===== src/rtl/pio_timing_pkg.sv =====
package pio_timing_pkg;
  parameter int NIB_W    = 4;
  parameter int NUM_DRV  = 4;
  parameter int SCODE_W  = 2;
  localparam int CNT_W   = NIB_W + 1;
  localparam int DRV_W   = $clog2(NUM_DRV);
  localparam int BYTE_W  = 2 * NIB_W;
  localparam int NUM_SET = 3;

  typedef enum logic [1:0] {
    PH_IDLE  = 2'd0,
    PH_SETUP = 2'd1,
    PH_ACT   = 2'd2,
    PH_REC   = 2'd3
  } phase_e;

  // zero nibble stands for the full range
  function automatic logic [CNT_W-1:0] dec_active(input logic [NIB_W-1:0] v);
    return (v == '0) ? CNT_W'(1 << NIB_W) : CNT_W'(v);
  endfunction

  // stored as count-1, with zero meaning the full range
  function automatic logic [CNT_W-1:0] dec_recov(input logic [NIB_W-1:0] v);
    return (v == '0) ? CNT_W'(1 << NIB_W) : CNT_W'(v) + CNT_W'(1);
  endfunction

  function automatic logic [CNT_W-1:0] dec_setup(input logic [SCODE_W-1:0] c);
    logic [CNT_W-1:0] r;
    case (c)
      2'b01:   r = CNT_W'(2);
      2'b10:   r = CNT_W'(3);
      2'b00:   r = CNT_W'(4);
      default: r = CNT_W'(5);
    endcase
    return r;
  endfunction
endpackage


===== src/rtl/pio_timing_regs.sv =====
module pio_timing_regs
  import pio_timing_pkg::*;
(
  input  logic              clk,
  input  logic              rst_n,
  input  logic              we,
  input  logic [2:0]        addr,
  input  logic [BYTE_W-1:0] wdata,
  input  logic [DRV_W-1:0]  drive,
  output logic [CNT_W-1:0]  setup_clks,
  output logic [CNT_W-1:0]  active_clks,
  output logic [CNT_W-1:0]  recov_clks
);
  logic [BYTE_W-1:0]  data_q [NUM_DRV];
  logic [SCODE_W-1:0] scode_q [NUM_SET];

  genvar g;
  generate
    for (g = 0; g < NUM_DRV; g++) begin : g_data
      logic en;
      assign en = we && (addr == 3'(g));
      always_ff @(posedge clk or negedge rst_n) begin
        if (!rst_n)  data_q[g] <= '0;
        else if (en) data_q[g] <= wdata;
      end
    end
    for (g = 0; g < NUM_SET; g++) begin : g_setup
      logic en;
      assign en = we && (addr == 3'(NUM_DRV + g));
      always_ff @(posedge clk or negedge rst_n) begin
        if (!rst_n)  scode_q[g] <= '1;
        else if (en) scode_q[g] <= wdata[BYTE_W-1 -: SCODE_W];
      end
    end
  endgenerate

  logic [BYTE_W-1:0] sel_byte;
  logic [CNT_W-1:0]  s_pri0, s_pri1, s_sec;

  always_comb begin
    sel_byte    = data_q[drive];
    active_clks = dec_active(sel_byte[BYTE_W-1 -: NIB_W]);
    recov_clks  = dec_recov(sel_byte[NIB_W-1:0]);
    s_pri0      = dec_setup(scode_q[0]);
    s_pri1      = dec_setup(scode_q[1]);
    s_sec       = dec_setup(scode_q[2]);
    if (drive[DRV_W-1]) setup_clks = s_sec;
    else                setup_clks = (s_pri0 > s_pri1) ? s_pri0 : s_pri1;
  end
endmodule


===== src/rtl/pio_phase_seq.sv =====
module pio_phase_seq
  import pio_timing_pkg::*;
(
  input  logic             clk,
  input  logic             rst_n,
  input  logic             req_valid,
  input  logic             req_write,
  input  logic [CNT_W-1:0] setup_clks,
  input  logic [CNT_W-1:0] active_clks,
  input  logic [CNT_W-1:0] recov_clks,
  output logic             rd_stb,
  output logic             wr_stb,
  output logic             busy,
  output logic             done
);
  phase_e           ph_q, ph_d;
  logic [CNT_W-1:0] cnt_q, cnt_d;
  logic [CNT_W-1:0] act_q, act_d;
  logic [CNT_W-1:0] rec_q, rec_d;
  logic             wr_q, wr_d;
  logic             last;

  assign last = (cnt_q == CNT_W'(1));

  always_comb begin
    ph_d  = ph_q;
    cnt_d = cnt_q;
    act_d = act_q;
    rec_d = rec_q;
    wr_d  = wr_q;
    case (ph_q)
      PH_IDLE: if (req_valid) begin
        ph_d  = PH_SETUP;
        cnt_d = setup_clks;
        act_d = active_clks;
        rec_d = recov_clks;
        wr_d  = req_write;
      end
      PH_SETUP: begin
        if (last) begin ph_d = PH_ACT; cnt_d = act_q; end
        else      cnt_d = cnt_q - CNT_W'(1);
      end
      PH_ACT: begin
        if (last) begin ph_d = PH_REC; cnt_d = rec_q; end
        else      cnt_d = cnt_q - CNT_W'(1);
      end
      default: begin
        if (last) ph_d = PH_IDLE;
        else      cnt_d = cnt_q - CNT_W'(1);
      end
    endcase
  end

  always_ff @(posedge clk or negedge rst_n) begin
    if (!rst_n) begin
      ph_q  <= PH_IDLE;
      cnt_q <= '0;
      act_q <= '0;
      rec_q <= '0;
      wr_q  <= 1'b0;
    end else begin
      ph_q  <= ph_d;
      cnt_q <= cnt_d;
      act_q <= act_d;
      rec_q <= rec_d;
      wr_q  <= wr_d;
    end
  end

  assign busy   = (ph_q != PH_IDLE);
  assign rd_stb = (ph_q == PH_ACT) && !wr_q;
  assign wr_stb = (ph_q == PH_ACT) &&  wr_q;
  assign done   = (ph_q == PH_REC) && last;
endmodule


===== src/rtl/pio_strobe_gen.sv =====
module pio_strobe_gen
  import pio_timing_pkg::*;
(
  input  logic       clk,
  input  logic       rst_n,
  input  logic       reg_we,
  input  logic [2:0] reg_addr,
  input  logic [7:0] reg_wdata,
  input  logic       req_valid,
  input  logic       req_write,
  input  logic [1:0] req_drive,
  output logic       rd_stb,
  output logic       wr_stb,
  output logic       busy,
  output logic       done
);
  logic [CNT_W-1:0] setup_clks, active_clks, recov_clks;

  pio_timing_regs u_regs (
    .clk         (clk),
    .rst_n       (rst_n),
    .we          (reg_we),
    .addr        (reg_addr),
    .wdata       (reg_wdata),
    .drive       (req_drive),
    .setup_clks  (setup_clks),
    .active_clks (active_clks),
    .recov_clks  (recov_clks)
  );

  pio_phase_seq u_seq (
    .clk         (clk),
    .rst_n       (rst_n),
    .req_valid   (req_valid),
    .req_write   (req_write),
    .setup_clks  (setup_clks),
    .active_clks (active_clks),
    .recov_clks  (recov_clks),
    .rd_stb      (rd_stb),
    .wr_stb      (wr_stb),
    .busy        (busy),
    .done        (done)
  );
endmodule


===== config.mk =====
export PLATFORM = sky130hd
export DESIGN_NAME = pio_strobe_gen
export DESIGN_NICKNAME = d
export VERILOG_FILES = /design/src/rtl/pio_timing_pkg.sv /design/src/rtl/pio_timing_regs.sv /design/src/rtl/pio_phase_seq.sv /design/src/rtl/pio_strobe_gen.sv
export SDC_FILE = /design/constraint.sdc
export NUM_CORES = 1
export LEC_CHECK = 0
export CAP_MARGIN = 10
export CORE_MARGIN = 5
export CORE_UTILIZATION = 25
export CTS_CLUSTER_SIZE = 12
export DETAILED_ROUTE_END_ITERATION = 8
export GPL_ROUTABILITY_DRIVEN = 0
export HOLD_SLACK_MARGIN = 0.05
export SLEW_MARGIN = 10
export SYNTH_ARGS = -nofsm -noshare
export SYNTH_HDL_FRONTEND = slang
export SYNTH_SLANG_ARGS = --single-unit

===== constraint.sdc =====
create_clock -name clk -period 3.8 [get_ports clk]
set_input_delay 0.76 -clock clk [delete_from_list [all_inputs] [get_ports clk]]
set_output_delay 0.76 -clock clk [all_outputs]
set_load 0.02 [all_outputs]

==> flow_summary.json <==
{
  "cap_violations": 0,
  "cts_sinks": 56,
  "layout-drive-gt1-share_pct": 25.70,
  "cts_made_buffers": 5,
  "fp.dieH_um": 121.6,
  "hold_viol": 0,
  "firstDrtPassIters": 4,
  "ys_top_cells_by_area": "sky130_fd_sc_hd__dfrtp_1 40%, sky130_fd_sc_hd__mux2_2 16%, sky130_fd_sc_hd__ha_1 7.2%",
  "postRouteAntennaNets": 0,
  "crit_path_start": "u_seq.cnt_q[1]",
  "clk_pin_slew_worst_paths_ns": 0.07,
  "crit_arrival_ns": 2.17,
  "final.min_clock_period_ns": 2.926,
  "grt_overflow": 0,
  "avgViaCountPerCell": 4.535,
  "run_status": "finished clean",
  "syn_to_final_growth_pct": 17.52,
  "timing.reg2reg.setup_slack_ns": 1.45,
  "cts_post_setup_buffers_inserted": 0,
  "cts_hold_buffers": 0,
  "ys_seq_elements": 56,
  "grt_start_max_net_pins": 43,
  "number_of_antenna_violations_at_the_first_check_in_global_routing": 0,
  "io_buffer_count": 21,
  "initial_core_util_pct": 25.71,
  "post_cts.resized_instances": 0,
  "number_of_global_route_vias_before_repair": 2141,
  "setup-violations-final": 0,
  "cts_tree": "done",
  "vdd.ir_drop.worst_mv": 0.2390,
  "synth_cells": 262,
  "crit_end": "done",
  "ctsHtreeMaxLevel": 2,
  "cp.required_ns": 3.04,
  "critPathMaxFanout": 12,
  "portion_of_total_power_attributed_to_sequential_cells_pct": 38.9,
  "maximum_buffer_depth_of_the_clock_tree": 2,
  "grt_setup_unrepaired": "no",
  "portion_of_synthesized_cell_area_occupied_by_the_leading_cell_type_pct": 40.18,
  "fp.dieW_um": 121.6,
  "syn-cell-area_sq_um": 3114,
  "via_count": 2050,
  "postSynthAreaPerCell_sq_um": 11.89,
  "final-max-slew-violation-count": 0,
  "clock_latency_ns": 0.30,
  "p_int_w": 0.001519,
  "floorplan.die_area_sq_um": 14790,
  "stdcell_count": 452,
  "placeable_area_sq_um": 12110,
  "cts_root_buf": "sky130_fd_sc_hd__clkbuf_16",
  "slew_at_the_pin_closest_to_its_max_slew_limit_ns": 0.9773,
  "setup.worst_path.start_class": "flip-flop",
  "clkPwrFrac_pct": 20.4,
  "final_net_count": 319,
  "io_pins": 22,
  "fin_worst_skew_ns": 0.007958,
  "post-route-util_pct": 30.22,
  "seq_area_frac_synth_pct": 45.24,
  "clock.fmax_ghz": 0.3417,
  "timing.max_slew.rel_slack_pct": 34.85,
  "timing.rr.start": "u_regs.scode_q[4]",
  "detail_route.wl_per_cell_um": 13.69,
  "post-place-ws_ns": 0.7833,
  "setup.worst_path.end_class": "output pin",
  "library_cell_with_the_largest_summed_area_after_synthesis": "sky130_fd_sc_hd__dfrtp_1",
  "r2r.worst_path.cells": 9,
  "numPlacedInstances": 444,
  "switching_share_pct": 35.93,
  "netlist-cell-type-count": 48,
  "insertedDiodeCount": 0,
  "hold_class": "reg -> reg",
  "finish.instance_area_sq_um": 3660,
  "critical_path.reg2reg.endpoint": "u_seq.cnt_q[1]",
  "net-switching-power_w": 0.0008517,
  "hpwl_um": 4553,
  "groute.usage.overall_pct": 8.919,
  "placement_rows": 40,
  "ys.warnings.count": 0,
  "first_iter_violations": 85,
  "layout_worst_path_cycle_share_pct": 77.01,
  "worst_slack_ns": 0.8737,
  "setup_total_negative_slack_ns": 0,
  "powerDensity_nw_per_um2": 647.8,
  "path_class": "reg -> out",
  "leakage_power_figure_nw": 1.523,
  "grt_first_pass_wirelength_um": 10720,
  "post-route-drc-count": 0,
  "whs_path_depth": 2,
  "comb_power_share_pct": 40.7,
  "postRouteWirelength_um": 6188,
  "layout.filler_cells": 1258,
  "placed_area_sq_um": 3501,
  "synthesis.nets": 298
}
## synth_stat cells (all sizes together)
cell    number
a311oi       1
or4          1
nor3b        3
mux2        45
or3b         1
nand2b       5
o31ai        2
o22a         1
ha          18
dfstp        6
a22o         2
nor4b        1
nand2       19
nor2        10
dfrtp       50
a31oi        4
nor2b        3
and3         1
or2          3
a22oi        3
o21ai       19
o211a        1
o211ai       1
nor3         8
nand4b       3
mux2i        2
a21o         1
a222oi       1
o22ai        4
o21ba        1
inv         15
o2111a       1
and2         2
buf          3
clkbuf       6
a211o        1
xor2         1
a21oi        3
nand3        1
a211oi       1
mux4         8
## kinds of logic (layout without fill, tap and decap cells)
group	Yosys count	in the layout	share of synthesized area, %
AND/OR/NAND/NOR	61	61	10.81
flip-flops	56	56	45.24
buffers and inverters	24	46	3.214
adder cells (fa/ha/maj)	18	18	7.232
XOR/XNOR	1	1	0.2813
AO/OA/AOI/OAI	47	47	9.924
multiplexers	55	55	23.30
## critical path, cell delays in order, from the launching register on
cell	delay, ns
sky130_fd_sc_hd__dfrtp_1	0.40
sky130_fd_sc_hd__inv_1	0.09
sky130_fd_sc_hd__ha_1	0.19
sky130_fd_sc_hd__nor4b_2	0.21
sky130_fd_sc_hd__buf_4	0.22
sky130_fd_sc_hd__and2_1	0.15
sky130_fd_sc_hd__clkdlybuf4s50_1	0.60
## how the worst min path moves through the flow
stage | endpoint | from
after floorplan | u_seq.rec_q[2] | u_seq.rec_q[2]
after global placement | u_seq.rec_q[3] | u_seq.rec_q[3]
after detailed placement | u_seq.rec_q[3] | u_seq.rec_q[3]
after CTS | u_seq.rec_q[4] | u_seq.rec_q[4]
after global routing | u_regs.data_q[11] | u_regs.data_q[11]
final | u_seq.rec_q[4] | u_seq.rec_q[4]
## state kept, by name, summed over array words and instances, names as in the netlist
signal / count
u_regs.data_q: 32
u_regs.scode_q: 6
u_seq.act_q: 5
u_seq.cnt_q: 5
u_seq.rec_q: 5
u_seq.ph_q: 2
u_seq.wr_q: 1
## stage by stage
step / total power (W) / hold slack, ns
2_1_floorplan: 0.001638 / 0.4460
4_1_cts: 0.002398 / 0.5024
3_3_place_gp: 0.001869 / 0.4755
3_5_place_dp: 0.001899 / 0.4757
6_report: 0.002371 / 0.4898
5_1_grt: 0.002558 / 0.5200
## layer usage
layer	vias to the layer above	track usage [%]	share of wire, %
met4	0	2.171	1.0
met3	9	1.996	2.4
met5	-	0	0
met1	1012	12.13	50
met2	31	14.47	46
li1	998	-	-
## cell usage in the layout, fill, tap and decap left out, types with 2 or more instances in the layout
master,instances
sky130_fd_sc_hd__mux2_2,45
sky130_fd_sc_hd__mux4_1,5
sky130_fd_sc_hd__nand2_1,19
sky130_fd_sc_hd__mux4_2,3
sky130_fd_sc_hd__and2_1,2
sky130_fd_sc_hd__a22oi_1,3
sky130_fd_sc_hd__o22ai_1,4
sky130_fd_sc_hd__dfstp_2,6
sky130_fd_sc_hd__nor3_1,7
sky130_fd_sc_hd__nand4b_1,3
sky130_fd_sc_hd__o31ai_1,2
sky130_fd_sc_hd__ha_1,18
sky130_fd_sc_hd__a22o_1,2
sky130_fd_sc_hd__o21ai_0,18
sky130_fd_sc_hd__buf_4,2
sky130_fd_sc_hd__nor2_1,10
sky130_fd_sc_hd__clkdlybuf4s50_1,20
sky130_fd_sc_hd__dfrtp_1,50
sky130_fd_sc_hd__a31oi_1,4
sky130_fd_sc_hd__nor2b_1,3
sky130_fd_sc_hd__a21oi_1,2
sky130_fd_sc_hd__nand2b_1,5
sky130_fd_sc_hd__nor3b_2,2
sky130_fd_sc_hd__inv_1,15
sky130_fd_sc_hd__mux2i_1,2
sky130_fd_sc_hd__clkbuf_16,5
sky130_fd_sc_hd__or2_2,2
## cell type report
class                   count  area (sq um)  area share (%)
clock inverters             3         33.78          0.9231
well taps                 168         210.2           5.744
flip-flops and latches     56          1409           38.50
clock buffers               5         125.1           3.419
multi-input cells         182          1605           43.86
repair buffers             23         220.2           6.017
inverters                  15         56.30           1.538
## power groups by stage
| stage | clock (W) | sequential, W | combinational [W] |
|---|---|---|---|
| 2_1_floorplan | 0 | 0.000877 | 0.000761 |
| 3_3_place_gp | 0 | 0.000935 | 0.000934 |
| 4_1_cts | 0.000503 | 0.000924 | 0.000970 |
| 5_1_grt | 0.000523 | 0.000950 | 0.00108 |
| 6_report | 0.000484 | 0.000923 | 0.000964 |
| 3_5_place_dp | 0 | 0.000936 | 0.000963 |
Note: power is estimated with default switching activity, not from simulation.
